[src/rtl/can_err_state_enc.sv]
module can_err_state_enc #(
  parameter int CNT_W    = 9,
  parameter int WARN_LIM = 96,
  parameter int PASV_LIM = 128,
  parameter int OFF_LIM  = 256
) (
  input  logic             clk,
  input  logic             rst_n,
  input  logic [CNT_W-1:0] tx_err_cnt,
  input  logic [CNT_W-1:0] rx_err_cnt,
  input  logic             init_req,
  input  logic             init_ack,
  input  logic             reg_wr,
  input  logic [7:0]       reg_wdata,
  input  logic             flag_clr,
  output logic [1:0]       tx_state,
  output logic [1:0]       rx_state,
  output logic             chg_flag,
  output logic             irq,
  output logic [7:0]       ien_q
);
  localparam logic [CNT_W:0] WARN_L = (CNT_W+1)'(WARN_LIM);
  localparam logic [CNT_W:0] PASV_L = (CNT_W+1)'(PASV_LIM);
  localparam logic [CNT_W:0] OFF_L  = (CNT_W+1)'(OFF_LIM);

  function automatic logic [1:0] grade(input logic [CNT_W-1:0] c, input logic may_off);
    logic [CNT_W:0] v;
    v = {1'b0, c};
    if (may_off && v >= OFF_L) return 2'b11;
    else if (v > PASV_L)       return 2'b10;
    else if (v > WARN_L)       return 2'b01;
    else                       return 2'b00;
  endfunction

  function automatic logic qual(input logic [1:0] sel, input logic [1:0] o,
                                input logic [1:0] n, input logic is_tx);
    if (o == n) return 1'b0;
    case (sel)
      2'b01:   return is_tx ? ((o == 2'b11) != (n == 2'b11)) : (o[1] != n[1]);
      2'b10:   return n != 2'b00;
      2'b11:   return 1'b1;
      default: return 1'b0;
    endcase
  endfunction

  logic [1:0] tx_raw, rx_raw, rx_nxt;
  logic [3:0] cand_q;
  logic       upd, hit, in_init, wr_ok;

  assign tx_raw  = grade(tx_err_cnt, 1'b1);
  assign rx_raw  = (tx_raw == 2'b11) ? 2'b11 : grade(rx_err_cnt, 1'b0);
  assign upd     = ({tx_raw, rx_raw} == cand_q) && ({tx_raw, rx_raw} != {tx_state, rx_state});
  assign rx_nxt  = (tx_state == 2'b11 && tx_raw != 2'b11) ? 2'b00 : rx_raw;
  assign hit     = upd && (qual(ien_q[3:2], tx_state, tx_raw, 1'b1) ||
                           qual(ien_q[5:4], rx_state, rx_nxt, 1'b0));
  assign in_init = init_req && init_ack;
  assign wr_ok   = !init_req && !init_ack && reg_wr;
  assign irq     = chg_flag && ien_q[6];

  always_ff @(posedge clk or negedge rst_n) begin
    if (!rst_n) begin
      cand_q   <= '0;
      tx_state <= 2'b00;
      rx_state <= 2'b00;
    end else begin
      cand_q <= {tx_raw, rx_raw};
      if (upd) begin
        tx_state <= tx_raw;
        rx_state <= rx_nxt;
      end
    end
  end

  always_ff @(posedge clk or negedge rst_n) begin
    if (!rst_n)        chg_flag <= 1'b0;
    else if (hit)      chg_flag <= 1'b1;
    else if (flag_clr) chg_flag <= 1'b0;
  end

  always_ff @(posedge clk or negedge rst_n) begin
    if (!rst_n)       ien_q <= 8'h00;
    else if (in_init) ien_q <= 8'h00;
    else if (wr_ok)   ien_q <= reg_wdata;
  end

  p_rx_off_only_with_tx_r2: assert property (@(posedge clk) disable iff (!rst_n)
    (tx_state != 2'b11) |-> (rx_state != 2'b11));

  p_exit_off_rx_ok_r3: assert property (@(posedge clk) disable iff (!rst_n)
    ($past(tx_state) == 2'b11 && tx_state != 2'b11) |-> (rx_state == 2'b00));

  p_update_needs_two_samples_r4: assert property (@(posedge clk) disable iff (!rst_n)
    (tx_state != $past(tx_state)) |-> (grade($past(tx_err_cnt), 1'b1) == tx_state));

  p_flag_only_on_change_r5: assert property (@(posedge clk) disable iff (!rst_n)
    $rose(chg_flag) |-> (tx_state != $past(tx_state) || rx_state != $past(rx_state)));

  p_clear_unless_set_r7: assert property (@(posedge clk) disable iff (!rst_n)
    flag_clr |=> (!chg_flag || tx_state != $past(tx_state) || rx_state != $past(rx_state)));

  p_irq_needs_enable_r8: assert property (@(posedge clk) disable iff (!rst_n)
    !ien_q[6] |-> !irq);

  p_init_holds_zero_r9: assert property (@(posedge clk) disable iff (!rst_n)
    (init_req && init_ack) |=> (ien_q == 8'h00));

  p_no_write_outside_run_r9: assert property (@(posedge clk) disable iff (!rst_n)
    (init_req || init_ack) |=> (ien_q == $past(ien_q) || ien_q == 8'h00));
endmodule

[config.mk]
export PLATFORM = sky130hd
export DESIGN_NAME = can_err_state_enc
export DESIGN_NICKNAME = d
export VERILOG_FILES = /design/src/rtl/can_err_state_enc.sv
export SDC_FILE = /design/constraint.sdc
export NUM_CORES = 1
export LEC_CHECK = 0
export BUFFER_PORTS_ARGS = -buffer_cell sky130_fd_sc_hd__buf_2
export CAP_MARGIN = 25
export CORE_AREA = 2 2 54 56
export CTS_CLUSTER_SIZE = 20
export DETAILED_ROUTE_END_ITERATION = 12
export DIE_AREA = 0 0 56 58
export GPL_ROUTABILITY_DRIVEN = 0
export GPL_TIMING_DRIVEN = 1
export PLACE_DENSITY_LB_ADDON = 0.3
export REMOVE_ABC_BUFFERS = 1
export SYNTH_ARGS = -nofsm -noshare
export SYNTH_HDL_FRONTEND = slang
export SYNTH_SLANG_ARGS = --single-unit
[constraint.sdc]
create_clock -name clk -period 2.05 [get_ports clk]
set_input_delay 0.5125 -clock clk [delete_from_list [all_inputs] [get_ports clk]]
set_output_delay 0.5125 -clock clk [all_outputs]
set_load 0.05 [all_outputs]
==> reports/qor.yml, run 1 <==
timing:
  finalCriticalPeriod_ps: 2330
  layout_setup_ws_ps: -276
  setup_viol: 5
  slew_headroom: 0.551
  tightestPinTransition_ps: 657
  slew_violations: 0
  fin_crit_sh: 1.13
  hold_viol_final: 0
  fin_worst_skew_ps: 2.53
  clock.fmax_mhz: 430
  rsz0062_at_grt: "yes"
worst_setup_path:
  crit_chain: "buf_6 -> or3_4 -> o311ai_4 -> buf_6 -> mux2i_4 -> nand2_2 -> a311oi_4 -> mux2_4"
  start_kind: "input port"
  crit_start: "tx_err_cnt[4]"
  path_max_fanout: 3
  cp_common_cell: "buf_6"
  slowest_delay_ps: 410
  critical_path_class: "in -> reg"
  end_kind: "flip-flop"
  r2r-start: "cand_q[0]$_DFF_PN0_"
  cp_slowest_cell: "a311oi_4"
  required_ps: 2220
  worst_ep_arrival_time_ps: 2500
pwr:
  power_switching_w: 0.000546
  power_density_nw_per_um2: 713
  power.internal_w: 0.000691
  combPwrFrac: 0.484
  power.share.switching: 0.441
  leakage_nw: 0.815
  seqPwrFrac: 0.373
  vdd_drop_max_v: 0.000560
  pwr-share-clk: 0.143
routing:
  remaining_drc_errors: 0
  vias: 1338
  drtIter0Drc: 74
  wl_per_cell_um: 14.1
  final_antenna_net_count: 0
  post_drt_via_cell_ratio: 5.65
  routed_wirelength_um: 3350
  drtPass1Iterations: 4
global_route:
  track_usage: 0.202
  grt_pass1_vias: 1270
  grt_max_degree: 18
  grt_pass1_wl_um: 5220
  globalRouteOverflowTotal: 0
  antenna_found_initial: 0
final_layout:
  fin_area_um2: 1730
  diodes: 0
  final_nets: 240
  fillers: 231
  seqCellArea_um2: 425
  layout-drive-gt1-share: 0.437
  multiInputGateArea_um2: 807
  final_cells: 237
  syn2layout_area_growth_pct: 48.9
synthesis:
  yosysUniqueCellTypes: 45
  synth-edff-count: 0
  yosysSeqAreaShare: 0.365
  syn_inst: 136
  yosysWarnings: 0
  synth_flop_cell: "dfrtp_1"
  syn_area_per_cell_um2: 8.57
  synth_area_um2: 1160
  ys_ff_latch: 17
  async_flop_share: 1.00
clock_network:
  clockRootBuffer: "clkbuf_4"
  clock_latency_ps: 280
  cts_buffer_depth: 2
  cts_buffers: 3
  ctsHtreeMaxLevel: 1
  clock-sinks: 17
  clk_pin_slew_ps: 100
  cts_tree: "done"
placed_design:
  hpwl_um: 2420
  io_buffer_count: 45
  dp_cells: 230
  place_area_um2: 1570
floorplanning:
  die_h_um: 58
  die_w_um: 56
  dieArea_um2: 3250
  ioPinCount: 46
  start_util: 0.437
  rows: 19
  coreArea_um2: 2660
status:
  violations: "setup timing"
  status: "finished with violations"
worst_hold_path:
  hp-class: "in -> async"
job:
  cap_violations: 0
registers in the layout (all words and copies together), names as in the netlist:
register	cells
ien_q	8
chg_flag	1
cand_q	4
rx_state	2
tx_state	2
cell usage after synthesis (2+ instances only):
cell      instances  share of area
nor4_1            3          0.016
a21oi_1          13          0.056
a32oi_1           2          0.015
and2_1            2          0.011
dfrtp_1          17           0.37
clkbuf_1          2         0.0064
inv_1             6          0.019
mux2_2            2          0.019
or3_1             3          0.016
nand2_1          20          0.064
a21boi_0          2          0.013
nor2_1            8          0.026
a211oi_1          2          0.013
nor3_1            7          0.030
o21ai_0          10          0.043
or4bb_1           2          0.019
a22oi_1           3          0.019
mux2_1            2          0.019
o311ai_1          2          0.015
nor2b_1           3          0.016
metal layers:
| metal | vias up | global-route usage | share of wire |
|---|---|---|---|
| met2 | 60 | 0.378 | 0.51 |
| met5 | - | 0 | 0 |
| li1 | 658 | - | - |
| met3 | 4 | 0.0223 | 0.058 |
| met1 | 616 | 0.227 | 0.43 |
| met4 | 0 | 0.0986 | 0.0093 |
timing repair:
action | in CTS | in global routing
pin swaps | 2 | 3
hold buffers | 0 | 0
buffers inserted | 2 | 1
endpoints found under the setup margin | 5 | 5
resized for setup | 12 | 9
worst max-delay path, delay by kind of cell:
kind,cells,cell delay (ps)
AOI/OAI and AO/OA,2,700
and+or+nand+nor,2,480
buffers and inverters,2,240
muxes,2,560
final timing paths:
check / slack, ps / cells after the start / endpoint
min in group clk: 510 / 2 / ien_q[0]$_DFFE_PN0P_
max: -280 / 8 / rx_state[1]$_DFFE_PN0P_
max reg2reg: 60 / 6 / rx_state[1]$_DFFE_PN0P_
min: 130 / 1 / cand_q[0]$_DFF_PN0_
max in group asynchronous: 1650 / 1 / tx_state[0]$_DFFE_PN0P_
min reg2reg: 510 / 2 / ien_q[0]$_DFFE_PN0P_
power by group through the flow:
stage	logic, W	clock network [W]	registers, W
2_1_floorplan	0.000192	0	0.000612
3_3_place_gp	0.000520	0	0.000457
3_5_place_dp	0.000531	0	0.000462
4_1_cts	0.000569	0.000184	0.000456
5_1_grt	0.000638	0.000198	0.000471
6_report	0.000599	0.000177	0.000461
kinds of logic (layout without fill, tap and decap cells):
| kind of cell | count (synthesis) | count (layout) | synth area share |
|---|---|---|---|
| AND/OR/NAND/NOR | 57 | 57 | 0.274 |
| AO/OA/AOI/OAI | 46 | 46 | 0.262 |
| flip-flops | 17 | 17 | 0.365 |
| buffers and inverters | 8 | 78 | 0.0258 |
| multiplexers | 5 | 5 | 0.0473 |
| XOR/XNOR | 2 | 2 | 0.0150 |
| adder cells (fa/ha/maj) | 1 | 1 | 0.0107 |
layout make-up:
class,count,share of cell area
Multi-Input combinational cell,111,0.465
Clock buffer,4,0.0152
Sequential cell,17,0.245
Inverter,6,0.0130
Timing Repair Buffer,68,0.239
Tap cell,31,0.0224
metrics by stage:
step,hold WS (ps),TNS [ps],total power [W],utilization,setup WS (ps)
after floorplan,217,-1420,0.000804,-,-395
after global placement,451,-2480,0.000977,0.590,-515
after detailed placement,455,-2640,0.000993,0.590,-579
after global routing,143,-1240,0.00131,0.651,-310
final,127,-1000,0.00124,0.651,-276
after CTS,134,-739,0.00121,0.629,-221
layout by cell type, fill, tap and decap left out, types with 3 or more instances in the layout:
master and instances:
nor2b_1 3, clkbuf_4 3, nor3_1 5, buf_6 3, o21ai_0 9, a22oi_1 3
nor2_1 8, dfrtp_1 17, nand2_1 19, buf_4 22, a21oi_1 13, inv_1 6
buf_2 43
Power figures use the tool's default switching activity.
==> run 2: changes to the inputs <==
--- a/config.mk
+++ b/config.mk
@@ -6,10 +6,11 @@
 export NUM_CORES = 1
 export LEC_CHECK = 0
+export ABC_AREA = 1
 export BUFFER_PORTS_ARGS = -buffer_cell sky130_fd_sc_hd__buf_2
 export CAP_MARGIN = 25
-export CORE_AREA = 2 2 54 56
+export CORE_AREA = 8 8 60 62
 export CTS_CLUSTER_SIZE = 20
 export DETAILED_ROUTE_END_ITERATION = 12
-export DIE_AREA = 0 0 56 58
+export DIE_AREA = 0 0 68 70
 export GPL_ROUTABILITY_DRIVEN = 0
 export GPL_TIMING_DRIVEN = 1
==> constraint.sdc (replaced) <==
create_clock -name clk -period 2.05 [get_ports clk]
set_input_delay 0.5125 -clock clk [delete_from_list [all_inputs] [get_ports clk]]
set_output_delay 0.5125 -clock clk [all_outputs]
set_load 0.02 [all_outputs]
==> run 2 against run 1 <==
- the flow now finishes without violations
- first-iteration DRC count is 62% lower
- clock-buffer cell count stayed put
- critical endpoint is now chg_flag$_DFFE_PN0P_
- cell count is 3.8% higher
- sequential share of layout area is 5.3 points higher
- register-to-register slack better by 570 ps
==> reports/qor.yml, run 2 <==
worst_hold_path:
  hp-class: "in -> async"
routing:
  routed_wirelength_um: 2560  # -24%
  post_drt_via_cell_ratio: 4.66  # -17%
  remaining_drc_errors: 0  # unchanged
  vias: 1147  # -14%
  drtPass1Iterations: 5  # +1
  drtIter0Drc: 28  # -62%
  wl_per_cell_um: 10.4  # -26%
  final_antenna_net_count: 0  # unchanged
global_route:
  grt_pass1_wl_um: 4390  # -16%
  grt_max_degree: 18  # unchanged
  antenna_found_initial: 0  # unchanged
  grt_pass1_vias: 1117  # -12%
  globalRouteOverflowTotal: 0  # unchanged
  track_usage: 0.113  # -0.0886
synthesis:
  yosysSeqAreaShare: 0.374  # +0.00925
  yosysTopAreaCellShare: 0.374  # +0.00925
  synth_area_um2: 1140  # -2.5%
  synth_commonest_cells: "59 x nand2_1, 24 x nand3_1, 23 x inv_1, 17 x dfrtp_1"
  async_flop_share: 1.00  # unchanged
  yosys.cell_count.top_type: "nand2_1"
  synth_top_area_cell: "dfrtp_1"
  yosysWarnings: 0  # unchanged
  netlist_top_cells_area: "dfrtp_1 37%, nand2_1 19%, nand3_1 11%, inv_1 7.6%, nand2_2 3.9%"
  syn_area_per_cell_um2: 6.84  # -20%
  ys_ff_latch: 17  # unchanged
  yosysUniqueCellTypes: 26  # -42%
  synth_flop_cell: "dfrtp_1"
  synth-edff-count: 0  # unchanged
  syn_inst: 166  # +22%
timing:
  hold_viol_final: 0  # unchanged
  setup_viol: 0  # -5
  fin_crit_sh: 0.767  # -0.368
  finalSetupTns_ps: 0  # +1000 ps
  rsz0062_at_grt: "no"
  hold_ws_ps: 140  # +13.4 ps
  slew_headroom: 0.745  # +0.194
  tightestPinTransition_ps: 383  # -274 ps
  finalCriticalPeriod_ps: 1570  # -754 ps
  fin_worst_skew_ps: 0.475  # -2.05 ps
  slew_violations: 0  # unchanged
  clock.fmax_mhz: 636  # +48%
final_layout:
  final_util: 0.536  # -0.116
  syn2layout_area_growth_pct: 25.6
  largest_reg_flops: 8  # unchanged
  mostFrequentLayoutCell: "nand2_1"
  final_nets: 249  # +3.8%
  largest_register: "ien_q"
  layout-drive-gt1-share: 0.307  # -0.130
  diodes: 0  # unchanged
  reg_top3: "ien_q: 8 flops, cand_q: 4 flops"
  mostFrequentLayoutCells: "59 x nand2_1, 45 x buf_2, 24 x nand3_1"
worst_setup_path:
  start_kind: "input port"
  critical_path_class: "in -> reg"
  required_ps: 2270  # +50 ps
  worst_ep_arrival_time_ps: 1800  # -700 ps
  end_kind: "flip-flop"
  path_max_fanout: 8  # +5
pwr:
  leakage_nw: 0.857  # +5.2%
  vdd_drop_max_v: 0.000389  # -31%
  power_density_nw_per_um2: 740  # +3.7%
placed_design:
  io_buffer_count: 45  # unchanged
  hpwl_um: 2180  # -10%
clock_network:
  ctsHtreeMaxLevel: 1  # unchanged
  cts_resized: 0  # -12
  clock_latency_ps: 280  # about the same
  cts_tree: "done"
  cts_setup_buffers: 0  # -2
  cts_buffer_depth: 2  # unchanged
  clockRootBuffer: "clkbuf_4"
  clock-sinks: 17  # unchanged
  postCtsHoldBufs: 0  # unchanged
  cts_buffers: 3  # unchanged
  clk_pin_slew_ps: 90  # about the same
floorplanning:
  ioPinCount: 46  # unchanged
  dieArea_um2: 4760  # +47%
  die_h_um: 70  # +21%
  rows: 19  # unchanged
  die_w_um: 68  # +21%
  coreArea_um2: 2660  # unchanged
  start_util: 0.427  # -0.0108
status:
  status: "finished, final reports clean"
job:
  cap_violations: 0  # unchanged
## run 2: critical path, stage by stage
cell and delay (ps):
buf_2 100, inv_2 130, and3_1 200, nand3_1 110, nand2_1 110, nand2_1 60
nand2_1 50, inv_1 50, nand2_2 80, nor2_4 40, nor2_2 200, nand2_1 90
nand2_1 50
## run 2: kinds of logic after synthesis
| family | Yosys count | synth area share |
|---|---|---|
| AOI/OAI and AO/OA | 7 | 0.0330 |
| xor gates and xnor gates | 1 | 0.00771 |
| adders and majority gates | 1 | 0.0110 |
| buffers and inverters | 27 | 0.0958 |
| DFF | 17 | 0.374 |
| and+or+nand+nor | 113 | 0.478 |
## run 2: final timing paths
kind	from	endpoint	slack [ps]	cells after the start
max	tx_err_cnt[8]	chg_flag$_DFFE_PN0P_	480	13
max reg2reg	tx_state[0]$_DFFE_PN0P_	chg_flag$_DFFE_PN0P_	630	11
min reg2reg	ien_q[1]$_DFFE_PN0P_	ien_q[1]$_DFFE_PN0P_	510	2
min	rst_n	cand_q[0]$_DFF_PN0_	140	1
min in group clk	flag_clr	chg_flag$_DFFE_PN0P_	450	4
max in group asynchronous	rst_n	cand_q[3]$_DFF_PN0_	1640	1
## run 2: power breakdown
| part | total, W | switching, W | internal (W) |
|---|---|---|---|
| registers | 0.000447 | 0.0000570 | 0.000390 |
| clock network | 0.000169 | 0.0000938 | 0.0000754 |
| logic | 0.000439 | 0.000272 | 0.000166 |
| total | 0.00106 | 0.000423 | 0.000632 |
## run 2: per-layer routing
metal	vias up	wire length, µm	track usage
met2	32	1190	0.186
met1	492	1140	0.130
met3	2	227	0.0463
met5	-	0	0
li1	621	-	-
met4	0	11	0.0273
## run 2: stage by stage
step,total power [W],instance area (µm²),cells,setup WS (ps)
final,0.00106,1430,246,478
after global routing,0.00115,1430,246,315
after CTS,0.00107,1430,246,467
after detailed placement,0.000899,1400,242,164
after global placement,0.000897,1400,242,128
after floorplan,0.000748,1120,164,430
## run 2: final cells by class
class	count	area, µm²
well taps	31	38.8
multi-input cells	122	602
clock buffers	4	26.3
inverters	25	93.8
flip-flops and latches	17	425
fillers	287	1240
repair buffers	47	240
